==> config.mk <==
export PLATFORM = sky130hd
export DESIGN_NAME = ctx_lookup
export DESIGN_NICKNAME = d
export VERILOG_FILES = /design/src/rtl/ctx_pkg.sv /design/src/rtl/ctx_entry_decode.sv /design/src/rtl/ctx_cache.sv /design/src/rtl/ctx_lookup.sv
export SDC_FILE = /design/constraint.sdc
export NUM_CORES = 1
export LEC_CHECK = 0
export BUFFER_PORTS_ARGS = -buffer_cell sky130_fd_sc_hd__buf_4
export CORE_UTILIZATION = 60
export CTS_CLUSTER_DIAMETER = 150
export DETAILED_ROUTE_END_ITERATION = 12
export PLACE_DENSITY_LB_ADDON = 0.3
export SETUP_SLACK_MARGIN = 0.05
export SLEW_MARGIN = 10
export SYNTH_ARGS = -nofsm -noshare
export SYNTH_HDL_FRONTEND = slang
export SYNTH_SLANG_ARGS = --single-unit
==> constraint.sdc <==
create_clock -name clk -period 10.6 [get_ports clk]
set_input_delay 1.06 -clock clk [delete_from_list [all_inputs] [get_ports clk]]
set_output_delay 1.06 -clock clk [all_outputs]
set_load 0.1 [all_outputs]
==> src/rtl/ctx_pkg.sv <==
package ctx_pkg;

    typedef enum logic [2:0] {
        S_IDLE,
        S_ROOT_REQ,
        S_ROOT_WAIT,
        S_CTX_REQ,
        S_CTX_WAIT,
        S_DONE
    } walk_state_t;

    typedef enum logic [1:0] {
        INV_NONE = 2'd0,
        INV_ALL  = 2'd1,
        INV_DOM  = 2'd2,
        INV_RID  = 2'd3
    } inv_kind_t;

    typedef struct packed {
        logic [15:0] domain;
        logic [2:0]  levels;
        logic        xok;
    } ctx_meta_t;

    localparam int ENTRY_W = 128;

endpackage

==> src/rtl/ctx_entry_decode.sv <==
module ctx_entry_decode
    import ctx_pkg::*;
#(
    parameter int ADDR_W = 48
) (
    input  logic [ENTRY_W-1:0] entry_i,
    output logic               present_o,
    output logic [ADDR_W-13:0] ptr_o,
    output ctx_meta_t          meta_o
);
    localparam int PTR_W = ADDR_W - 12;

    always_comb begin
        present_o     = entry_i[0];
        ptr_o         = entry_i[ADDR_W-1:12];
        meta_o.xok    = entry_i[1];
        meta_o.levels = entry_i[66:64];
        meta_o.domain = entry_i[87:72];
    end

    logic unused_bits;
    assign unused_bits = ^{entry_i[ENTRY_W-1:88], entry_i[71:67], entry_i[63:ADDR_W],
                           entry_i[11:2], PTR_W[0]};

endmodule

==> src/rtl/ctx_cache.sv <==
module ctx_cache
    import ctx_pkg::*;
#(
    parameter int ENTRIES = 4,
    parameter int ADDR_W  = 48
) (
    input  logic               clk,
    input  logic               rst_n,
    input  logic [15:0]        lk_rid_i,
    output logic               lk_hit_o,
    output ctx_meta_t          lk_meta_o,
    output logic [ADDR_W-13:0] lk_ptr_o,
    input  logic               fill_i,
    input  logic [15:0]        fill_rid_i,
    input  ctx_meta_t          fill_meta_i,
    input  logic [ADDR_W-13:0] fill_ptr_i,
    input  logic               inv_valid_i,
    input  inv_kind_t          inv_kind_i,
    input  logic [15:0]        inv_domain_i,
    input  logic [15:0]        inv_rid_i
);
    localparam int IDX_W = (ENTRIES > 1) ? $clog2(ENTRIES) : 1;

    logic [ENTRIES-1:0]  valid_q;
    logic [15:0]         tag_q  [ENTRIES];
    ctx_meta_t           meta_q [ENTRIES];
    logic [ADDR_W-13:0]  ptr_q  [ENTRIES];
    logic [IDX_W-1:0]    rr_q;
    logic [ENTRIES-1:0]  hit_vec;
    logic [ENTRIES-1:0]  kill_vec;
    logic [IDX_W-1:0]    victim;
    logic                have_free;

    for (genvar g = 0; g < ENTRIES; g++) begin : g_way
        assign hit_vec[g]  = valid_q[g] && (tag_q[g] == lk_rid_i);
        assign kill_vec[g] = inv_valid_i && (
                               (inv_kind_i == INV_ALL) ||
                               ((inv_kind_i == INV_DOM) && (meta_q[g].domain == inv_domain_i)) ||
                               ((inv_kind_i == INV_RID) && (tag_q[g] == inv_rid_i)));
    end

    always_comb begin
        lk_meta_o = '0;
        lk_ptr_o  = '0;
        for (int i = 0; i < ENTRIES; i++) begin
            if (hit_vec[i]) begin
                lk_meta_o = lk_meta_o | meta_q[i];
                lk_ptr_o  = lk_ptr_o  | ptr_q[i];
            end
        end
        lk_hit_o = |hit_vec;
    end

    always_comb begin
        have_free = 1'b0;
        victim    = rr_q;
        for (int i = ENTRIES - 1; i >= 0; i--) begin
            if (!valid_q[i]) begin
                have_free = 1'b1;
                victim    = IDX_W'(i);
            end
        end
    end

    always_ff @(posedge clk) begin
        if (!rst_n) begin
            valid_q <= '0;
            rr_q    <= '0;
            for (int i = 0; i < ENTRIES; i++) begin
                tag_q[i]  <= '0;
                meta_q[i] <= '0;
                ptr_q[i]  <= '0;
            end
        end else begin
            valid_q <= valid_q & ~kill_vec;
            if (fill_i) begin
                valid_q[victim] <= 1'b1;
                tag_q[victim]   <= fill_rid_i;
                meta_q[victim]  <= fill_meta_i;
                ptr_q[victim]   <= fill_ptr_i;
                if (!have_free) begin
                    rr_q <= (rr_q == IDX_W'(ENTRIES - 1)) ? '0 : rr_q + 1'b1;
                end
            end
        end
    end


    one_hit_chk: assert property (@(posedge clk) disable iff (!rst_n) $onehot0(hit_vec));

endmodule

==> src/rtl/ctx_lookup.sv <==
module ctx_lookup
    import ctx_pkg::*;
#(
    parameter int ADDR_W        = 48,
    parameter int CACHE_ENTRIES = 4
) (
    input  logic              clk,
    input  logic              rst_n,
    input  logic [ADDR_W-1:0] root_base_i,
    input  logic              req_valid_i,
    output logic              req_ready_o,
    input  logic [15:0]       req_rid_i,
    output logic              mem_req_valid_o,
    input  logic              mem_req_ready_i,
    output logic [ADDR_W-1:0] mem_req_addr_o,
    input  logic              mem_rsp_valid_i,
    input  logic [127:0]      mem_rsp_data_i,
    output logic              res_valid_o,
    input  logic              res_ready_i,
    output logic              res_fault_o,
    output logic [15:0]       res_domain_o,
    output logic [ADDR_W-1:0] res_ptroot_o,
    output logic [2:0]        res_levels_o,
    output logic              res_xlat_ok_o,
    input  logic              inv_valid_i,
    input  logic [1:0]        inv_kind_i,
    input  logic [15:0]       inv_domain_i,
    input  logic [15:0]       inv_rid_i
);
    localparam int PTR_W = ADDR_W - 12;

    walk_state_t       state_q, state_d;
    logic [15:0]       rid_q;
    logic [PTR_W-1:0]  ctp_q;
    logic              inv_seen_q;
    logic              fault_q;
    ctx_meta_t         meta_q;
    logic [PTR_W-1:0]  ptr_q;

    logic              c_hit;
    ctx_meta_t         c_meta;
    logic [PTR_W-1:0]  c_ptr;
    logic              d_present;
    logic [PTR_W-1:0]  d_ptr;
    ctx_meta_t         d_meta;
    logic              fill;
    logic              unused_base;

    assign unused_base = ^root_base_i[11:0];

    ctx_entry_decode #(.ADDR_W(ADDR_W)) u_decode (
        .entry_i   (mem_rsp_data_i),
        .present_o (d_present),
        .ptr_o     (d_ptr),
        .meta_o    (d_meta)
    );

    assign fill = (state_q == S_CTX_WAIT) && mem_rsp_valid_i && d_present
                  && !inv_seen_q && !inv_valid_i;

    ctx_cache #(.ENTRIES(CACHE_ENTRIES), .ADDR_W(ADDR_W)) u_cache (
        .clk          (clk),
        .rst_n        (rst_n),
        .lk_rid_i     (req_rid_i),
        .lk_hit_o     (c_hit),
        .lk_meta_o    (c_meta),
        .lk_ptr_o     (c_ptr),
        .fill_i       (fill),
        .fill_rid_i   (rid_q),
        .fill_meta_i  (d_meta),
        .fill_ptr_i   (d_ptr),
        .inv_valid_i  (inv_valid_i),
        .inv_kind_i   (inv_kind_t'(inv_kind_i)),
        .inv_domain_i (inv_domain_i),
        .inv_rid_i    (inv_rid_i)
    );

    always_comb begin
        state_d = state_q;
        unique case (state_q)
            S_IDLE:      if (req_valid_i)     state_d = c_hit ? S_DONE : S_ROOT_REQ;
            S_ROOT_REQ:  if (mem_req_ready_i) state_d = S_ROOT_WAIT;
            S_ROOT_WAIT: if (mem_rsp_valid_i) state_d = d_present ? S_CTX_REQ : S_DONE;
            S_CTX_REQ:   if (mem_req_ready_i) state_d = S_CTX_WAIT;
            S_CTX_WAIT:  if (mem_rsp_valid_i) state_d = S_DONE;
            S_DONE:      if (res_ready_i)     state_d = S_IDLE;
            default:                          state_d = S_IDLE;
        endcase
    end

    always_ff @(posedge clk) begin
        if (!rst_n) state_q <= S_IDLE;
        else        state_q <= state_d;
    end

    always_ff @(posedge clk) begin
        if (!rst_n) begin
            rid_q      <= '0;
            ctp_q      <= '0;
            inv_seen_q <= 1'b0;
            fault_q    <= 1'b0;
            meta_q     <= '0;
            ptr_q      <= '0;
        end else begin
            if (state_q == S_IDLE) begin
                if (req_valid_i) begin
                    rid_q      <= req_rid_i;
                    inv_seen_q <= 1'b0;
                    fault_q    <= 1'b0;
                    meta_q     <= c_meta;
                    ptr_q      <= c_ptr;
                end
            end else if (inv_valid_i) begin
                inv_seen_q <= 1'b1;
            end
            if (state_q == S_ROOT_WAIT && mem_rsp_valid_i) begin
                ctp_q <= d_ptr;
                if (!d_present) begin
                    fault_q <= 1'b1;
                    meta_q  <= '0;
                    ptr_q   <= '0;
                end
            end
            if (state_q == S_CTX_WAIT && mem_rsp_valid_i) begin
                fault_q <= !d_present;
                meta_q  <= d_present ? d_meta : '0;
                ptr_q   <= d_present ? d_ptr  : '0;
            end
        end
    end

    always_comb begin
        req_ready_o     = (state_q == S_IDLE);
        mem_req_valid_o = (state_q == S_ROOT_REQ) || (state_q == S_CTX_REQ);
        res_valid_o     = (state_q == S_DONE);
        unique case (state_q)
            S_ROOT_REQ: mem_req_addr_o = {root_base_i[ADDR_W-1:12], rid_q[15:8], 4'h0};
            S_CTX_REQ:  mem_req_addr_o = {ctp_q, rid_q[7:0], 4'h0};
            default:    mem_req_addr_o = '0;
        endcase
        res_fault_o   = fault_q;
        res_domain_o  = meta_q.domain;
        res_levels_o  = meta_q.levels;
        res_xlat_ok_o = meta_q.xok;
        res_ptroot_o  = {ptr_q, 12'h000};
    end


    mem_hold_chk: assert property (@(posedge clk) disable iff (!rst_n)
        (mem_req_valid_o && !mem_req_ready_i) |=> (mem_req_valid_o && $stable(mem_req_addr_o)));


    res_hold_chk: assert property (@(posedge clk) disable iff (!rst_n)
        (res_valid_o && !res_ready_i) |=> (res_valid_o && $stable({res_fault_o, res_domain_o,
                                            res_ptroot_o, res_levels_o, res_xlat_ok_o})));


    hit_fast_chk: assert property (@(posedge clk) disable iff (!rst_n)
        (req_valid_i && req_ready_o && c_hit) |=> (res_valid_o && !mem_req_valid_o));


    root_fault_chk: assert property (@(posedge clk) disable iff (!rst_n)
        ((state_q == S_ROOT_WAIT) && mem_rsp_valid_i && !d_present) |=> (res_valid_o && res_fault_o));

endmodule

==> flow_results.org, run 1 <==
** Synth
- After synthesis, the share of flip-flops with an asynchronous set or reset is 0%.
- Summing the areas of all compound-gate instances in the mapped netlist gives 8.99% of the synthesized area.
- Post-synthesis simple-gate area fraction :: 20.9%
- Mean cell area of the mapped netlist :: 11.0 um2
- Share of synthesized area occupied by flip-flops and latches :: 55.1%
- Of the total synthesized cell area, the portion taken by full adders, half adders and majority gates is 0.0625%.
- Combinational family with the most area after synthesis :: simple AND/OR/NAND/NOR gates
- In this run, synthesis inferred 288 flip-flops with an integrated enable.
- After synthesis, the netlist uses 51 different library cells.
- Synthesis Warnings :: 0
- Multiplexer area fraction after synthesis :: 2.40%
- After synthesis the netlist holds a flip-flop and latch count of 407.
- Gate Count Post-Synth :: 1818
- Xor and xnor fraction of the mapped netlist area :: 8.31%
- The most used flip-flop cell after synthesis is edfxtp_1.
- Total standard cell area after synthesis :: 0.0200 mm2

** Drt
- Antenna violation net count after detailed routing :: 0
- Routed len/inst :: 24.2 um
- Iteration-0 DRC Markers :: 1804
- In the routed layout, each cell is associated on average with a via count of 6.28.
- Drt total wl :: 59.4 mm
- Initial DRT Pass Iterations :: 5
- DRC violations left :: 0
- Vias after detailed routing :: 15411

** Setup path
- Arr. time, crit path :: 5.13 ns
- Max FO, Critical Path :: 74
- The worst setup path is captured at a flop.
- Cell Chain, Critical Path :: buf_4 -> nor3b_2 -> and2b_2 -> buf_4 -> and3_4 -> nand2b_4 -> buf_4
- Critical Path Max Stage Delay :: 0.93 ns
- Data required time of the worst path :: 10.76 ns
- The cell that appears most often on the critical path is buf_4.
- Critical-path top delay cell :: and3_4
- Startpoint-to-endpoint class of the critical path :: in2reg
- STA classifies the critical path startpoint as an input pin.

** Die
- Die Y-Extent :: 185 um
- The floorplan step defined a die boundary enclosing 0.0341 mm2.
- # rows :: 66
- Core area :: 0.0327 mm2
- Initial Utilization :: 61.3%
- Top-level I/O count :: 353
- Die width :: 185 um

** Place
- Routability-driven placement finished with a final weighted congestion of 0.954.
- Quantity of I/O buffers inserted on ports :: 253
- Detailed placement finished with a half-perimeter wire length of 35.3 mm.

** Global routing
- The first global-routing pass estimated 89.0 mm of wire.
- After global routing the overflow that remains totals 0.
- Across every metal layer, demand over resource in global routing totals 34.9%.
- The via count of the first global-routing pass was 15373.
- The number of antenna violations at the first check in global routing was 4.
- Entering global routing, the biggest net connects 77 pins.

** Finish
- Proportion of layout cells with a drive suffix above 1 :: 17.9%
- Highest-count cells in the layout ignoring fill and taps :: 292 x and2_1, 288 x edfxtp_1, 273 x buf_4
- The library cell used most frequently in the layout, excluding fill and tap cells, is and2_1.
- For this run, the post-layout net count is 2211.
- Area added between synthesis and finish :: 16.3%

** Power
- Switch share :: 26.5%
- The analysis attributes to cell leakage a power of 8.50 nW.
- Worst ir drop on vdd :: 131 uV
- The design draws 3.66 mW.
- Per report_power, the sequential group accounts for 48.9% of the total.
- For this design the ratio of total power to cell area is 157 mW/mm2.
- The analysis attributes to net switching a power of 0.969 mW.
- Combinational logic burns 12.1% of the power.
- Internal :: 2.69 mW
- Clock share of power :: 39.1%

** Clocking
- Clock transition at the registers of the reported paths :: 0.05 ns
- Once the clock tree was built, the setup fixing pass inserted 0 buffers.
- Gates resized during post-CTS repair numbered 0.
- Clock tree synthesis inserted a total of 41 buffers.
- H-tree levels :: 2
- TritonCTS clock tree :: yes
- The tree built by TritonCTS fans out to 407 sinks.
- For this design, the CTS-stage hold fixing added 0 buffers.
- Cell at the root of the clock tree :: clkbuf_16
- Later-pin clock latency in the skew report :: 0.54 ns
- The longest clock path from root to sink contains 3 buffers.

** Timing
- The final critical path takes up 46.9% of the cycle.
- Setup repair after global routing left no endpoint under its margin.
- Achievable clock frequency :: 201 MHz
- Setup violations remaining at the end of the flow were counted as 0.
- The max-slew violation count was 0.
- For the finished layout, the period the worst path requires is 4.97 ns.
- The worst pin sits at a relative slew slack of 21.3%.
- Adding up every negative setup slack in the final design gives 0 ns.
- The final count of hold timing violations came to 0.
- Transition time at the pin with the least slew margin :: 1.18 ns
- Clock skew on the completed layout was measured at 0.0171 ns.

** Job
- Max_cap viols :: 0

** Worst hold path
- Hold WC Path Type :: reg2reg

** Outcome
- Status :: finished clean
## worst max-delay path: cells and delay by family
| family | cells | cell delay [ns] |
|---|---|---|
| buffers and inverters | 3 | 1.96 |
| AND/OR/NAND/NOR | 4 | 2.04 |
## kinds of logic (layout without fill, tap and decap cells)
kind of cell    after synthesis  count (layout)
other cells                   1              20
buf+inv                     179             354
simple gates                743             743
xor+xnor                    190             190
mux                          48              48
compound gates              249             249
flops                       407             407
fa+ha+maj                     1               1
## area by class of cell
type                            instances  area (um2)
Sequential cell                       407       11000
Fill cell                            2382        9410
Multi-Input combinational cell       1247        8320
Timing Repair Buffer                  273        2050
Clock buffer                           54        1120
Tap cell                              442         553
Clock inverter                         20         179
Inverter                                7        26.3
Antenna cell                            4        10.0
## power groups by stage
| stage | clock network [mW] | logic (mW) | registers [mW] |
|---|---|---|---|
| 2_1_floorplan | 0 | 0.294 | 1.81 |
| 3_3_place_gp | 0 | 0.432 | 1.82 |
| 4_1_cts | 1.43 | 0.439 | 1.79 |
| 3_5_place_dp | 0 | 0.437 | 1.82 |
| 6_report | 1.43 | 0.442 | 1.79 |
| 5_1_grt | 1.49 | 0.460 | 1.79 |
## sequential cells by signal (all words and copies together) (netlist names), 4 cells and up
signal / count
u_cache.valid_q: 4
u_cache.ptr_q: 144
u_cache.tag_q: 64
u_cache.meta_q: 80
res_domain_o: 16
ptr_q: 36
rid_q: 16
ctp_q: 36
## through the flow
stage	hold WS [ns]	setup WS, ns	cells	utilization, %	instance area (um2)
after floorplan	0.443	3.54	1833	-	20100
after CTS	0.465	5.64	2450	71.2	23300
after detailed placement	0.458	5.09	2376	67.2	22000
final	0.463	5.63	2454	71.2	23300
after global placement	0.455	5.09	2376	67.2	22000
after global routing	0.502	5.49	2453	71.2	23300
## cell usage after synthesis, drive strengths merged, types with 2 or more instances
master	count	area share, %
nor2	49	0.92
a21boi	52	1.9
o21bai	40	1.5
nand4	146	4.6
buf	82	2.4
nor3b	3	0.16
nor2b	7	0.22
a21oi	6	0.17
mux2i	47	2.3
nand2b	9	0.28
edfxtp	288	43
nor4	21	0.66
and3	23	0.72
dfxtp	119	12
xor2	58	2.5
and4	2	0.087
o21ai	27	0.67
clkbuf	90	1.7
o2111ai	2	0.087
and2	292	9.1
nand2	124	2.3
xnor2	132	5.8
inv	7	0.13
o41ai	2	0.087
nand3	53	1.3
nor3	9	0.27
a22oi	112	4.2
## per-layer routing
| metal | global-route usage (%) | vias to the layer above | routed length, um |
|---|---|---|---|
| met4 | 14.7 | 0 | 1870 |
| li1 | - | 6804 | - |
| met1 | 45.7 | 7508 | 23000 |
| met2 | 57.3 | 980 | 28600 |
| met5 | 0 | - | 0 |
| met3 | 5.91 | 119 | 5920 |
## final timing paths
check	slack, ns	endpoint	depth (start not counted)	from
max	5.63	u_cache.ptr_q[2][24]	7	rst_n
min	0.46	ctp_q[25]	2	ctp_q[25]
max reg2reg	6.20	u_cache.ptr_q[2][24]	6	state_q[1]
min reg2reg	0.46	ctp_q[25]	2	ctp_q[25]
Note: power is estimated with default switching activity, not from simulation.
==> inputs of run 2 (changes only) <==
CORE_UTILIZATION = 57   (was 60)
clock period = 5 ns   (was 10.6 ns; I/O delays follow)
==> flow_results.org, run 2 (synthesis gave the netlist of run 1 again) <==
** Timing
- Setup-violating endpoint count in the final report :: 0
- Transition time at the pin with the least slew margin :: 1.05 ns
- Post-Route Setup TNS :: 0 ns
- For the finished layout, the period the worst path requires is 3.45 ns.
- Dividing the final minimum period by the clock period gives 68.9%.
- Hold violation total from the final report :: 0
- Relative slew slack :: 29.9%
- Unrepaired setup endpoints after global routing :: no
- Between clock sinks in the finished design, the worst skew comes to 0.0223 ns.
- Based on the critical path, the design can be clocked at up to 290 MHz.
- Count of final max-slew check failures :: 0
- The worst path meets setup with 1.55 ns of slack.

** Setup path
- Data required time of the worst path :: 5.44 ns
- Reg-to-reg critical path startpoint :: state_q[1]
- Element type at the critical path end :: flop
- The worst register-to-register path ends at ptr_q[21].
- Critical Path Max Stage Delay :: 1.02 ns
- Arr. time, crit path :: 3.89 ns
- The critical path is of the reg2reg type.
- Walking the worst path, the cells encountered are nor3_2 -> nand2_2 -> and3_2 -> buf_4 -> a22oi_1 -> nand3_1 -> o21bai_1.
- Critical path buffer and inverter count :: 1
- Family with the most delay on the worst path :: simple AND/OR/NAND/NOR gates
- For flop-to-flop paths, the worst setup slack is 1.55 ns.
- Counting cells, the worst reg-to-reg path comes to 7.
- Setup crit start kind :: flop
- The slowest stage of the critical path is the dfxtp_4 cell.
- Max FO, Critical Path :: 58

** Drt
- Initial DRT Pass Iterations :: 6
- Via density per instance :: 6.22
- Routed len/inst :: 24.3 um
- Vias after detailed routing :: 15397
- Drt total wl :: 60.3 mm
- Iteration-0 DRC Markers :: 1515
- The count of nets left with antenna violations once routing finished came out at 0.
- After detailed routing, the number of remaining DRC violations is 0.

** Power
- Switch share :: 26.0%
- The analysis attributes to cell leakage a power of 8.62 nW.
- The internal portion of the total power is 5.94 mW.
- Sequential cells burn 47.2% of the power.
- Power share of the combinational group :: 11.8%
- The clock network accounts for 41.0% of the total power.
- Across the VDD grid, the largest voltage drop is 239 uV.
- Power spent charging and discharging nets :: 2.08 mW
- In this run the power density over the cells is 341 mW/mm2.

** Clocking
- Post_cts resized :: 0
- Clock transition at the registers of the reported paths :: 0.06 ns
- TritonCTS clock tree :: yes
- Clock buffer count from CTS :: 43
- H-tree levels :: 2
- CTS saw 407 sinks.
- Hold buffer count at cts :: 0
- Counting along the longest clock path gives a buffer depth of 3.
- Later-pin clock latency in the skew report :: 0.54 ns
- The tree is rooted in a clkbuf_16.
- Buffers inserted by post-CTS timing repair :: 0

** Global routing
- Entering global routing, the biggest net connects 74 pins.
- The via count of the first global-routing pass was 15302.
- The number of antenna violations at the first check in global routing came to 2.
- Summed over all layers, the global routing overflow is 0.
- First-pass GRT wire length :: 90.0 mm
- Across every metal layer, demand over resource in global routing totals 33.2%.

** Place
- Post-detailed-placement half-perimeter wirelength :: 36.0 mm
- Quantity of I/O buffers inserted on ports :: 253
- Pre-CTS setup slack :: 1.64 ns
- Once placement finished, the instance area stood at 0.0221 mm2.
- Routability congestion estimate from global placement :: 0.953

** Die
- Die Y-Extent :: 189 um
- Core area :: 0.0345 mm2
- The floorplan has 68 rows.
- Die width :: 189 um
- Initial Utilization :: 58.0%
- The floorplan step defined a die boundary enclosing 0.0359 mm2.
- Top-level I/O count :: 353

** Finish
- Once layout is done, the placed cells without fillers occupy 0.0235 mm2.
- Cells with a size suffix above 1 make up 18.4% of the layout.
- The top cell types in the final layout, fill and taps aside, are 292 x and2_1, 288 x edfxtp_1, 276 x buf_4.
- At the end of the flow, the number of nets in the layout was 2220.
- Once layout is complete, the utilization of the core stands at 68.2%.
- Summing all multi-input logic gate instances after layout gives 0.00831 mm2.
- The area growth from synthesis to layout is 17.5%.
- Counting flops per register, the top entry is u_cache.ptr_q.
- The largest registers in the layout are u_cache.ptr_q (144), u_cache.meta_q (80), u_cache.tag_q (64).
- Across the whole layout, storage elements account for 0.0110 mm2.
- The register with the most flip-flops in the layout has 144 of them.
- # fillers :: 2572
- Most common cell after layout, fill and taps aside :: and2_1

** Outcome
- The flow ran to the end, and the final reports show no timing, DRC or antenna violations.

** Job
- The tool flagged a number of max-cap violations equal to 0.

** Worst hold path
- Hold path start :: inv_valid_i
- The path class of the tightest hold or removal check is in2reg.
- Hold endpoint :: u_cache.valid_q[3]
- The worst hold path was traced through 2 stages.
-- run 2: changes by cell type in the layout (fill, tap and decap cells not counted), moves of 3 or more --
cell / delta
clkbuf_1: +4
clkbuf_8: +3
buf_4: +3
clkinv_1: -5
buf_12: +4
-- run 2: through the flow --
stage	power, mW	instances	hold WS (ns)
finish	8.02	2477	0.234
global route	8.23	2475	0.227
CTS	8.03	2474	0.214
detailed placement	4.80	2396	0.464
global placement	4.78	2396	0.450
floorplan	4.46	1833	0.443
-- run 2: worst max path at each step --
stage / cells after the start / start / slack (ns) / end
6_report: 7 / state_q[1] / 1.55 / ptr_q[21]
5_1_grt: 7 / state_q[1] / 1.45 / ptr_q[21]
4_1_cts: 7 / state_q[1] / 1.60 / ptr_q[21]
3_5_place_dp: 7 / state_q[1] / 1.64 / ptr_q[21]
3_3_place_gp: 7 / state_q[1] / 1.71 / ptr_q[24]
2_1_floorplan: 4 / state_q[0] / 0.44 / u_cache.meta_q[3][0]
-- run 2: final cells by class --
class / instances / share of cell area [%]
Timing Repair Buffer: 280 / 9.14
Inverter: 7 / 0.112
Clock buffer: 63 / 5.23
Clock inverter: 15 / 0.893
Antenna cell: 3 / 0.0319
Multi-Input combinational cell: 1247 / 35.3
Sequential cell: 407 / 46.9
Tap cell: 455 / 2.42
-- run 2: power by group through the flow --
stage	logic, mW	registers, mW	clock network (mW)
2_1_floorplan	0.622	3.84	0
3_3_place_gp	0.928	3.85	0
3_5_place_dp	0.936	3.86	0
4_1_cts	0.940	3.79	3.31
5_1_grt	0.989	3.80	3.45
6_report	0.947	3.79	3.29
-- run 2: worst reg2reg max path: cells and delay by family (launching register included) --
kind,cells,cell delay [ns]
compound gates,2,0.23
simple gates,4,1.74
flops,1,1.02
buf+inv,1,0.37
-- run 2: layer usage --
layer / global-route usage [%] / wire, um / part of all wire [%] / vias to the layer above
li1: - / - / - / 6821
met3: 6.32 / 5470 / 9.1 / 126
met1: 43.2 / 23800 / 39 / 7583
met2: 55.0 / 29100 / 48 / 867
met5: 0 / 0 / 0 / -
met4: 12.4 / 1890 / 3.1 / 0
